### config.mk
export PLATFORM = sky130hd
export DESIGN_NAME = i2c_unwedge
export DESIGN_NICKNAME = d
export VERILOG_FILES = /design/src/rtl/i2c_unwedge_pkg.sv /design/src/rtl/i2c_unwedge_sync.sv /design/src/rtl/i2c_unwedge_timer.sv /design/src/rtl/i2c_unwedge_ctrl.sv /design/src/rtl/i2c_unwedge.sv
export SDC_FILE = /design/constraint.sdc
export NUM_CORES = 1
export LEC_CHECK = 0
export BUFFER_PORTS_ARGS = -buffer_cell sky130_fd_sc_hd__buf_2
export CAP_MARGIN = 40
export CORE_ASPECT_RATIO = 0.8
export CORE_MARGIN = 2
export CORE_UTILIZATION = 50
export CTS_CLUSTER_SIZE = 10
export DETAILED_ROUTE_END_ITERATION = 10
export PLACE_DENSITY = 0.71
export SETUP_SLACK_MARGIN = 0.1
export SYNTH_ARGS = -nofsm -noshare
export SYNTH_HDL_FRONTEND = slang
export SYNTH_SLANG_ARGS = --single-unit
### constraint.sdc
create_clock -name clk -period 2.64 [get_ports clk]
set_clock_uncertainty 0.05 [all_clocks]
set_input_delay 0.132 -clock clk [delete_from_list [all_inputs] [get_ports clk]]
set_output_delay 0.132 -clock clk [all_outputs]
set_load 0.01 [all_outputs]
### src/rtl/i2c_unwedge_pkg.sv
package i2c_unwedge_pkg;

  typedef enum logic [3:0] {
    ST_IDLE,
    ST_CHK,     // SCL floated, settle then sample
    ST_GAP,     // half-cycle between release attempts
    ST_PRE,     // half-cycle before clocking
    ST_HIGH,    // SCL high half-cycle
    ST_LOW,     // SCL driven low half-cycle
    ST_STOP_A,  // SDA low while SCL low
    ST_STOP_B,  // SCL high, SDA low
    ST_STOP_C,  // SDA released, settle then sample
    ST_STOP_D,  // final half-cycle
    ST_FIN      // done cycle
  } uw_state_e;

  typedef enum logic [1:0] {
    RET_PRE,
    RET_HIGH,
    RET_STOP
  } uw_ret_e;

endpackage

### src/rtl/i2c_unwedge_sync.sv
module i2c_unwedge_sync #(
  parameter int WIDTH  = 2,
  parameter int STAGES = 2
) (
  input  logic             clk,
  input  logic             rst_n,
  input  logic [WIDTH-1:0] d_i,
  output logic [WIDTH-1:0] q_o
);

  generate
    if (STAGES == 1) begin : g_one
      logic [WIDTH-1:0] s_q;
      always_ff @(posedge clk or negedge rst_n) begin
        if (!rst_n) s_q <= '1;
        else        s_q <= d_i;
      end
      assign q_o = s_q;
    end else begin : g_chain
      logic [STAGES-1:0][WIDTH-1:0] chain_q;
      always_ff @(posedge clk or negedge rst_n) begin
        if (!rst_n) chain_q <= '1;
        else        chain_q <= {chain_q[STAGES-2:0], d_i};
      end
      assign q_o = chain_q[STAGES-1];
    end
  endgenerate

endmodule

### src/rtl/i2c_unwedge_timer.sv
module i2c_unwedge_timer #(
  parameter int TW = 9
) (
  input  logic          clk,
  input  logic          rst_n,
  input  logic          load_i,
  input  logic [TW-1:0] value_i,
  output logic          zero_o
);

  logic [TW-1:0] cnt_q, cnt_d;
  logic          cnt_en;

  assign cnt_en = load_i || (cnt_q != '0);

  always_comb begin
    if (load_i) cnt_d = value_i - TW'(1);
    else        cnt_d = cnt_q - TW'(1);
  end

  always_ff @(posedge clk or negedge rst_n) begin
    if (!rst_n)      cnt_q <= '0;
    else if (cnt_en) cnt_q <= cnt_d;
  end

  assign zero_o = (cnt_q == '0);

endmodule

### src/rtl/i2c_unwedge_ctrl.sv
module i2c_unwedge_ctrl
  import i2c_unwedge_pkg::*;
#(
  parameter int HALF_CYC  = 500,
  parameter int SETTLE    = 3,
  parameter int TRY_MAX   = 3,
  parameter int PULSE_MAX = 9,
  parameter int TW        = 9
) (
  input  logic          clk,
  input  logic          rst_n,
  input  logic          trig_i,
  input  logic          force_i,
  input  logic          scl_s_i,
  input  logic          sda_s_i,
  input  logic          tmr_zero_i,
  output logic          tmr_load_o,
  output logic [TW-1:0] tmr_val_o,
  output logic          scl_oe_o,
  output logic          sda_oe_o,
  output logic          busy_o,
  output logic          done_o,
  output logic          fail_scl_o,
  output logic          fail_sda_o
);

  localparam int RW = $clog2(TRY_MAX + 1);
  localparam int PW = $clog2(PULSE_MAX + 1);
  localparam logic [TW-1:0] T_HALF   = TW'(HALF_CYC);
  localparam logic [TW-1:0] T_SETTLE = TW'(SETTLE);

  uw_state_e       state_q, state_d;
  uw_ret_e         ret_q, ret_d;
  logic [RW-1:0]   tries_q, tries_d;
  logic [PW-1:0]   pulses_q, pulses_d;
  logic            fscl_q, fscl_d;
  logic            fsda_q, fsda_d;
  logic            scl_oe_q, scl_oe_d;
  logic            sda_oe_q, sda_oe_d;

  // next-state process
  always_comb begin
    state_d    = state_q;
    ret_d      = ret_q;
    tries_d    = tries_q;
    pulses_d   = pulses_q;
    fscl_d     = fscl_q;
    fsda_d     = fsda_q;
    tmr_load_o = 1'b0;
    tmr_val_o  = T_HALF;

    unique case (state_q)
      ST_IDLE: begin
        if (trig_i) begin
          fscl_d = 1'b0;
          fsda_d = 1'b0;
          if (!force_i && scl_s_i && sda_s_i) begin
            state_d = ST_FIN;
          end else begin
            tries_d    = '0;
            pulses_d   = '0;
            ret_d      = RET_PRE;
            state_d    = ST_CHK;
            tmr_load_o = 1'b1;
            tmr_val_o  = T_SETTLE;
          end
        end
      end
      ST_CHK: begin
        if (tmr_zero_i) begin
          if (scl_s_i) begin
            tries_d    = '0;
            tmr_load_o = 1'b1;
            tmr_val_o  = T_HALF;
            unique case (ret_q)
              RET_PRE:  state_d = ST_PRE;
              RET_HIGH: state_d = ST_HIGH;
              default:  state_d = ST_STOP_B;
            endcase
          end else if (tries_q == RW'(TRY_MAX - 1)) begin
            fscl_d  = 1'b1;
            state_d = ST_FIN;
          end else begin
            tries_d    = tries_q + RW'(1);
            state_d    = ST_GAP;
            tmr_load_o = 1'b1;
            tmr_val_o  = T_HALF;
          end
        end
      end
      ST_GAP: begin
        if (tmr_zero_i) begin
          state_d    = ST_CHK;
          tmr_load_o = 1'b1;
          tmr_val_o  = T_SETTLE;
        end
      end
      ST_PRE: begin
        if (tmr_zero_i) begin
          ret_d      = RET_HIGH;
          state_d    = ST_CHK;
          tmr_load_o = 1'b1;
          tmr_val_o  = T_SETTLE;
        end
      end
      ST_HIGH: begin
        if (tmr_zero_i) begin
          pulses_d   = pulses_q + PW'(1);
          state_d    = ST_LOW;
          tmr_load_o = 1'b1;
          tmr_val_o  = T_HALF;
        end
      end
      ST_LOW: begin
        if (tmr_zero_i) begin
          tmr_load_o = 1'b1;
          if (sda_s_i || (pulses_q == PW'(PULSE_MAX))) begin
            state_d   = ST_STOP_A;
            tmr_val_o = T_HALF;
          end else begin
            ret_d     = RET_HIGH;
            state_d   = ST_CHK;
            tmr_val_o = T_SETTLE;
          end
        end
      end
      ST_STOP_A: begin
        if (tmr_zero_i) begin
          ret_d      = RET_STOP;
          state_d    = ST_CHK;
          tmr_load_o = 1'b1;
          tmr_val_o  = T_SETTLE;
        end
      end
      ST_STOP_B: begin
        if (tmr_zero_i) begin
          state_d    = ST_STOP_C;
          tmr_load_o = 1'b1;
          tmr_val_o  = T_SETTLE;
        end
      end
      ST_STOP_C: begin
        if (tmr_zero_i) begin
          if (!sda_s_i) fsda_d = 1'b1;
          state_d    = ST_STOP_D;
          tmr_load_o = 1'b1;
          tmr_val_o  = T_HALF;
        end
      end
      ST_STOP_D: begin
        if (tmr_zero_i) state_d = ST_FIN;
      end
      ST_FIN:  state_d = ST_IDLE;
      default: state_d = ST_IDLE;
    endcase
  end

  // line enables decoded from the next state so the outputs are glitch-free flops
  always_comb begin
    scl_oe_d = (state_d == ST_LOW) || (state_d == ST_STOP_A);
    sda_oe_d = (state_d == ST_STOP_A) || (state_d == ST_STOP_B) ||
               (((state_d == ST_CHK) || (state_d == ST_GAP)) && (ret_d == RET_STOP));
  end

  // register process
  always_ff @(posedge clk or negedge rst_n) begin
    if (!rst_n) begin
      state_q  <= ST_IDLE;
      ret_q    <= RET_PRE;
      tries_q  <= '0;
      pulses_q <= '0;
      fscl_q   <= 1'b0;
      fsda_q   <= 1'b0;
      scl_oe_q <= 1'b0;
      sda_oe_q <= 1'b0;
    end else begin
      state_q  <= state_d;
      ret_q    <= ret_d;
      tries_q  <= tries_d;
      pulses_q <= pulses_d;
      fscl_q   <= fscl_d;
      fsda_q   <= fsda_d;
      scl_oe_q <= scl_oe_d;
      sda_oe_q <= sda_oe_d;
    end
  end

  assign scl_oe_o   = scl_oe_q;
  assign sda_oe_o   = sda_oe_q;
  assign busy_o     = (state_q != ST_IDLE);
  assign done_o     = (state_q == ST_FIN);
  assign fail_scl_o = fscl_q;
  assign fail_sda_o = fsda_q;

endmodule

### src/rtl/i2c_unwedge.sv
module i2c_unwedge #(
  parameter int HALF_CYC    = 500,
  parameter int SYNC_STAGES = 2,
  parameter int TRY_MAX     = 3,
  parameter int PULSE_MAX   = 9
) (
  input  logic clk,
  input  logic rst_n,
  input  logic start_i,
  input  logic force_i,
  input  logic scl_i,
  input  logic sda_i,
  output logic scl_oe_o,
  output logic sda_oe_o,
  output logic busy_o,
  output logic done_o,
  output logic fail_scl_o,
  output logic fail_sda_o
);

  localparam int SETTLE  = SYNC_STAGES + 1;
  localparam int TMR_MAX = (HALF_CYC > SETTLE) ? HALF_CYC : SETTLE;
  localparam int TW      = $clog2(TMR_MAX + 1);

  logic [1:0]    line_s;
  logic          tmr_load;
  logic [TW-1:0] tmr_val;
  logic          tmr_zero;

  i2c_unwedge_sync #(.WIDTH(2), .STAGES(SYNC_STAGES)) u_sync (
    .clk   (clk),
    .rst_n (rst_n),
    .d_i   ({scl_i, sda_i}),
    .q_o   (line_s)
  );

  i2c_unwedge_timer #(.TW(TW)) u_timer (
    .clk     (clk),
    .rst_n   (rst_n),
    .load_i  (tmr_load),
    .value_i (tmr_val),
    .zero_o  (tmr_zero)
  );

  i2c_unwedge_ctrl #(
    .HALF_CYC  (HALF_CYC),
    .SETTLE    (SETTLE),
    .TRY_MAX   (TRY_MAX),
    .PULSE_MAX (PULSE_MAX),
    .TW        (TW)
  ) u_ctrl (
    .clk        (clk),
    .rst_n      (rst_n),
    .trig_i     (start_i | force_i),
    .force_i    (force_i),
    .scl_s_i    (line_s[1]),
    .sda_s_i    (line_s[0]),
    .tmr_zero_i (tmr_zero),
    .tmr_load_o (tmr_load),
    .tmr_val_o  (tmr_val),
    .scl_oe_o   (scl_oe_o),
    .sda_oe_o   (sda_oe_o),
    .busy_o     (busy_o),
    .done_o     (done_o),
    .fail_scl_o (fail_scl_o),
    .fail_sda_o (fail_sda_o)
  );

endmodule

==> flow_summary.ini <==
[outcome]
status = complete, no violations

[logic_synthesis]
ys_ff_latch = 29
synth_cell_types = 54
synthCells = 187
synthArstFlopShare = 1.00
synth_flop_cell = dfrtp_1
yosysWarnings = 0
syn_area_per_cell_sq_um = 9.25
syn_area_sq_um = 1730
yosysTopAreaCell = dfrtp_1
ys_seq_area_frac = 0.422
synth_edf_count = 0
synth_nets = 197
synth.top_cells.by_area = dfrtp_1 (36%), dfstp_2 (6.1%), nor2_1 (4.1%), a21oi_1 (4.0%), ha_1 (2.9%)
synth_top_area_frac = 0.362

[power_and_ir_drop]
p_per_area_nw_per_um2 = 974
p_total_mw = 2.05
ir_drop_mv = 0.644
sequentialPowerShare = 0.351
leakage_nw = 0.902
p_int_mw = 1.24
p_sw_frac = 0.397
power_switching_mw = 0.814
pwr-share-comb = 0.454
clock_power_share = 0.195

[floorplan]
io_pins = 12
core_area_sq_um = 3380
chipHeight_microns = 56.6
die_w_microns = 69.8
initial_core_util = 0.513
placementRows = 19
dieArea_sq_um = 3950

[critical_path]
required_ns = 2.76
cp_common_cell = a21oi_1
worst-path-buf-inv = 0
slowest_stage = dfstp_2
cp_cell_sequence = nand3b_1 > nand3_1 > o41ai_2 > or2_4 > a21oi_1 > ha_2 > nand2_1 > nor4b_2 > a21oi_1 > nor2_1 > a21oi_1
critical_path.startpoint_type = flop
slowest_delay_ns = 0.61
path_max_fanout = 7
cp.arrival_ns = 2.53
cp_top_family = simple AND/OR/NAND/NOR gates
end_kind = flop
worstSetupPathType = flop to flop

[clock_tree]
cts_tree = yes
clockRootBuffer = clkbuf_8
cts_buffers = 5
worstSkewPairLatency_ns = 0.29
clock_path_buffers = 2
path_clk_slew_ns = 0.06
cts.sink_count = 29
htree_num_levels = 2

[sta]
max_freq_mhz = 414
hold_violations = 0
worstMarginPinSlew_ns = 0.629
setup-violations-final = 0
tns_ns = 0
min_period_over_period = 0.914
slew_violations = 0
maxSlewHeadroom = 0.581
grt_setup_unrepaired = yes
timing.hold.ws_ns = 0.253
period_minus_slack_ns = 2.41
fin_ws_ns = 0.227

[global_route]
grt_usage = 0.233
grt_max_degree = 30
first_global_vias = 1506
overflow = 0
antenna_found_initial = 0
grt_pass1_wl_microns = 7130

[detailed_routing]
vias = 1596
wirelength_microns = 4290
antenna_left = 0
routed_via_density = 6.09
drt_iter0_drc = 142
drcViolationCount = 0
drtPass1Iterations = 4
detail_route.wl_per_cell_microns = 16.4

[finish]
final_cell_mix = dfrtp_1 (24), nor2_1 (19), buf_4 (18)
instances_no_fill = 262
mostFrequentLayoutCell = dfrtp_1
diodes = 0
drive_above_1_share = 0.291
utilization = 0.624
syn_to_final_growth_pct = 21.8
fin_nets = 229
post-route-cell-area_sq_um = 2110

[placed_design]
place_ws_ns = 0.146
gp_congestion = 0.920
postPlaceCellArea_sq_um = 1920
hpwlAfterDp_microns = 3130
portBuffers = 11
placedCellCount = 248

[min_path]
hold_path.class = primary input to flop

[run]
cap_violations = 0
-- final timing paths --
| check | cells past startpoint | to | slack (ns) | startpoint |
|---|---|---|---|---|
| worst max-delay path | 11 | u_timer.cnt_q[6] | 0.23 | u_sync.q_o[1] |
| worst min-delay path | 4 | u_ctrl.fail_sda_o | 0.25 | start_i |
| worst min register to register | 0 | u_sync.q_o[0] | 0.31 | u_sync.g_chain.chain_q[0] |
| min in group asynchronous | 2 | u_ctrl.pulses_q[3] | 0.35 | rst_n |
| max in group asynchronous | 2 | u_timer.cnt_q[5] | 1.74 | rst_n |
| worst max register to register | 11 | u_timer.cnt_q[6] | 0.23 | u_sync.q_o[1] |
-- worst register-to-register path: cells and delay by family (launching register included) --
kind	cells	cell delay, ns
flip-flops	1	0.61
AND/OR/NAND/NOR	6	1.05
AO/OA/AOI/OAI	4	0.37
adder cells (fa/ha/maj)	1	0.24
-- power by group through the flow --
| stage | Clock (mW) | Sequential, mW | Combinational (mW) |
|---|---|---|---|
| 2_1_floorplan | 0 | 0.683 | 0.611 |
| 3_3_place_gp | 0 | 0.697 | 0.857 |
| 3_5_place_dp | 0 | 0.708 | 0.880 |
| 4_1_cts | 0.409 | 0.701 | 0.885 |
| 5_1_grt | 0.428 | 0.736 | 1.04 |
| 6_report | 0.401 | 0.721 | 0.932 |
-- cells by family after synthesis --
| logic type | after synthesis | share of synthesized area |
|---|---|---|
| adders and majority gates | 4 | 0.0289 |
| xor gates and xnor gates | 5 | 0.0253 |
| and+or+nand+nor | 81 | 0.265 |
| buffers and inverters | 12 | 0.0311 |
| muxes | 4 | 0.0246 |
| AOI/OAI and AO/OA | 52 | 0.203 |
| DFF | 29 | 0.422 |
-- cell usage after synthesis, drive strengths merged (3+ instances only) --
cell type / count
nand2b: 7
clkbuf: 4
xnor2: 3
dfrtp: 25
inv: 5
nand3b: 3
or2: 8
a21oi: 14
dfstp: 4
ha: 4
nor4: 3
nand3: 3
o21ai: 10
nand2: 11
o41ai: 3
o22ai: 4
nor2: 19
buf: 3
or3: 4
o21a: 5
nor3: 9
-- metal layers --
layer,track usage,vias up,routed length [microns]
met5,0,-,0
met2,0.329,60,1920
met4,0.107,0,32
met1,0.340,774,2000
met3,0.0539,6,339
li1,-,756,-
-- registers in the layout, indices dropped and copies added, names as in the netlist --
| signal | cells |
|---|---|
| u_timer.cnt_q | 9 |
| u_ctrl.pulses_q | 4 |
| u_ctrl.state_q | 4 |
| u_ctrl.ret_q | 2 |
| u_ctrl.tries_q | 2 |
| u_sync.g_chain.chain_q | 2 |
| u_sync.q_o | 2 |
| u_ctrl.fail_scl_o | 1 |
| u_ctrl.fail_sda_o | 1 |
| u_ctrl.scl_oe_o | 1 |
| u_ctrl.sda_oe_o | 1 |
-- repair_timing --
item | CTS | global route
buffers inserted | 0 | 3
setup endpoints to repair | 0 | 6
gates resized for setup | 0 | 9
hold buffers | 3 | 0
hold endpoints to repair | 27 | 0
-- layout make-up --
| type | instances | area (sq um) |
|---|---|---|
| clock inverters | 1 | 5.00 |
| well taps | 42 | 52.6 |
| flip-flops and latches | 29 | 732 |
| repair buffers | 32 | 220 |
| inverters | 5 | 18.8 |
| fillers | 296 | 1270 |
| clock buffers | 7 | 96.3 |
| multi-input cells | 146 | 982 |
(Power assumes the default switching activity.)
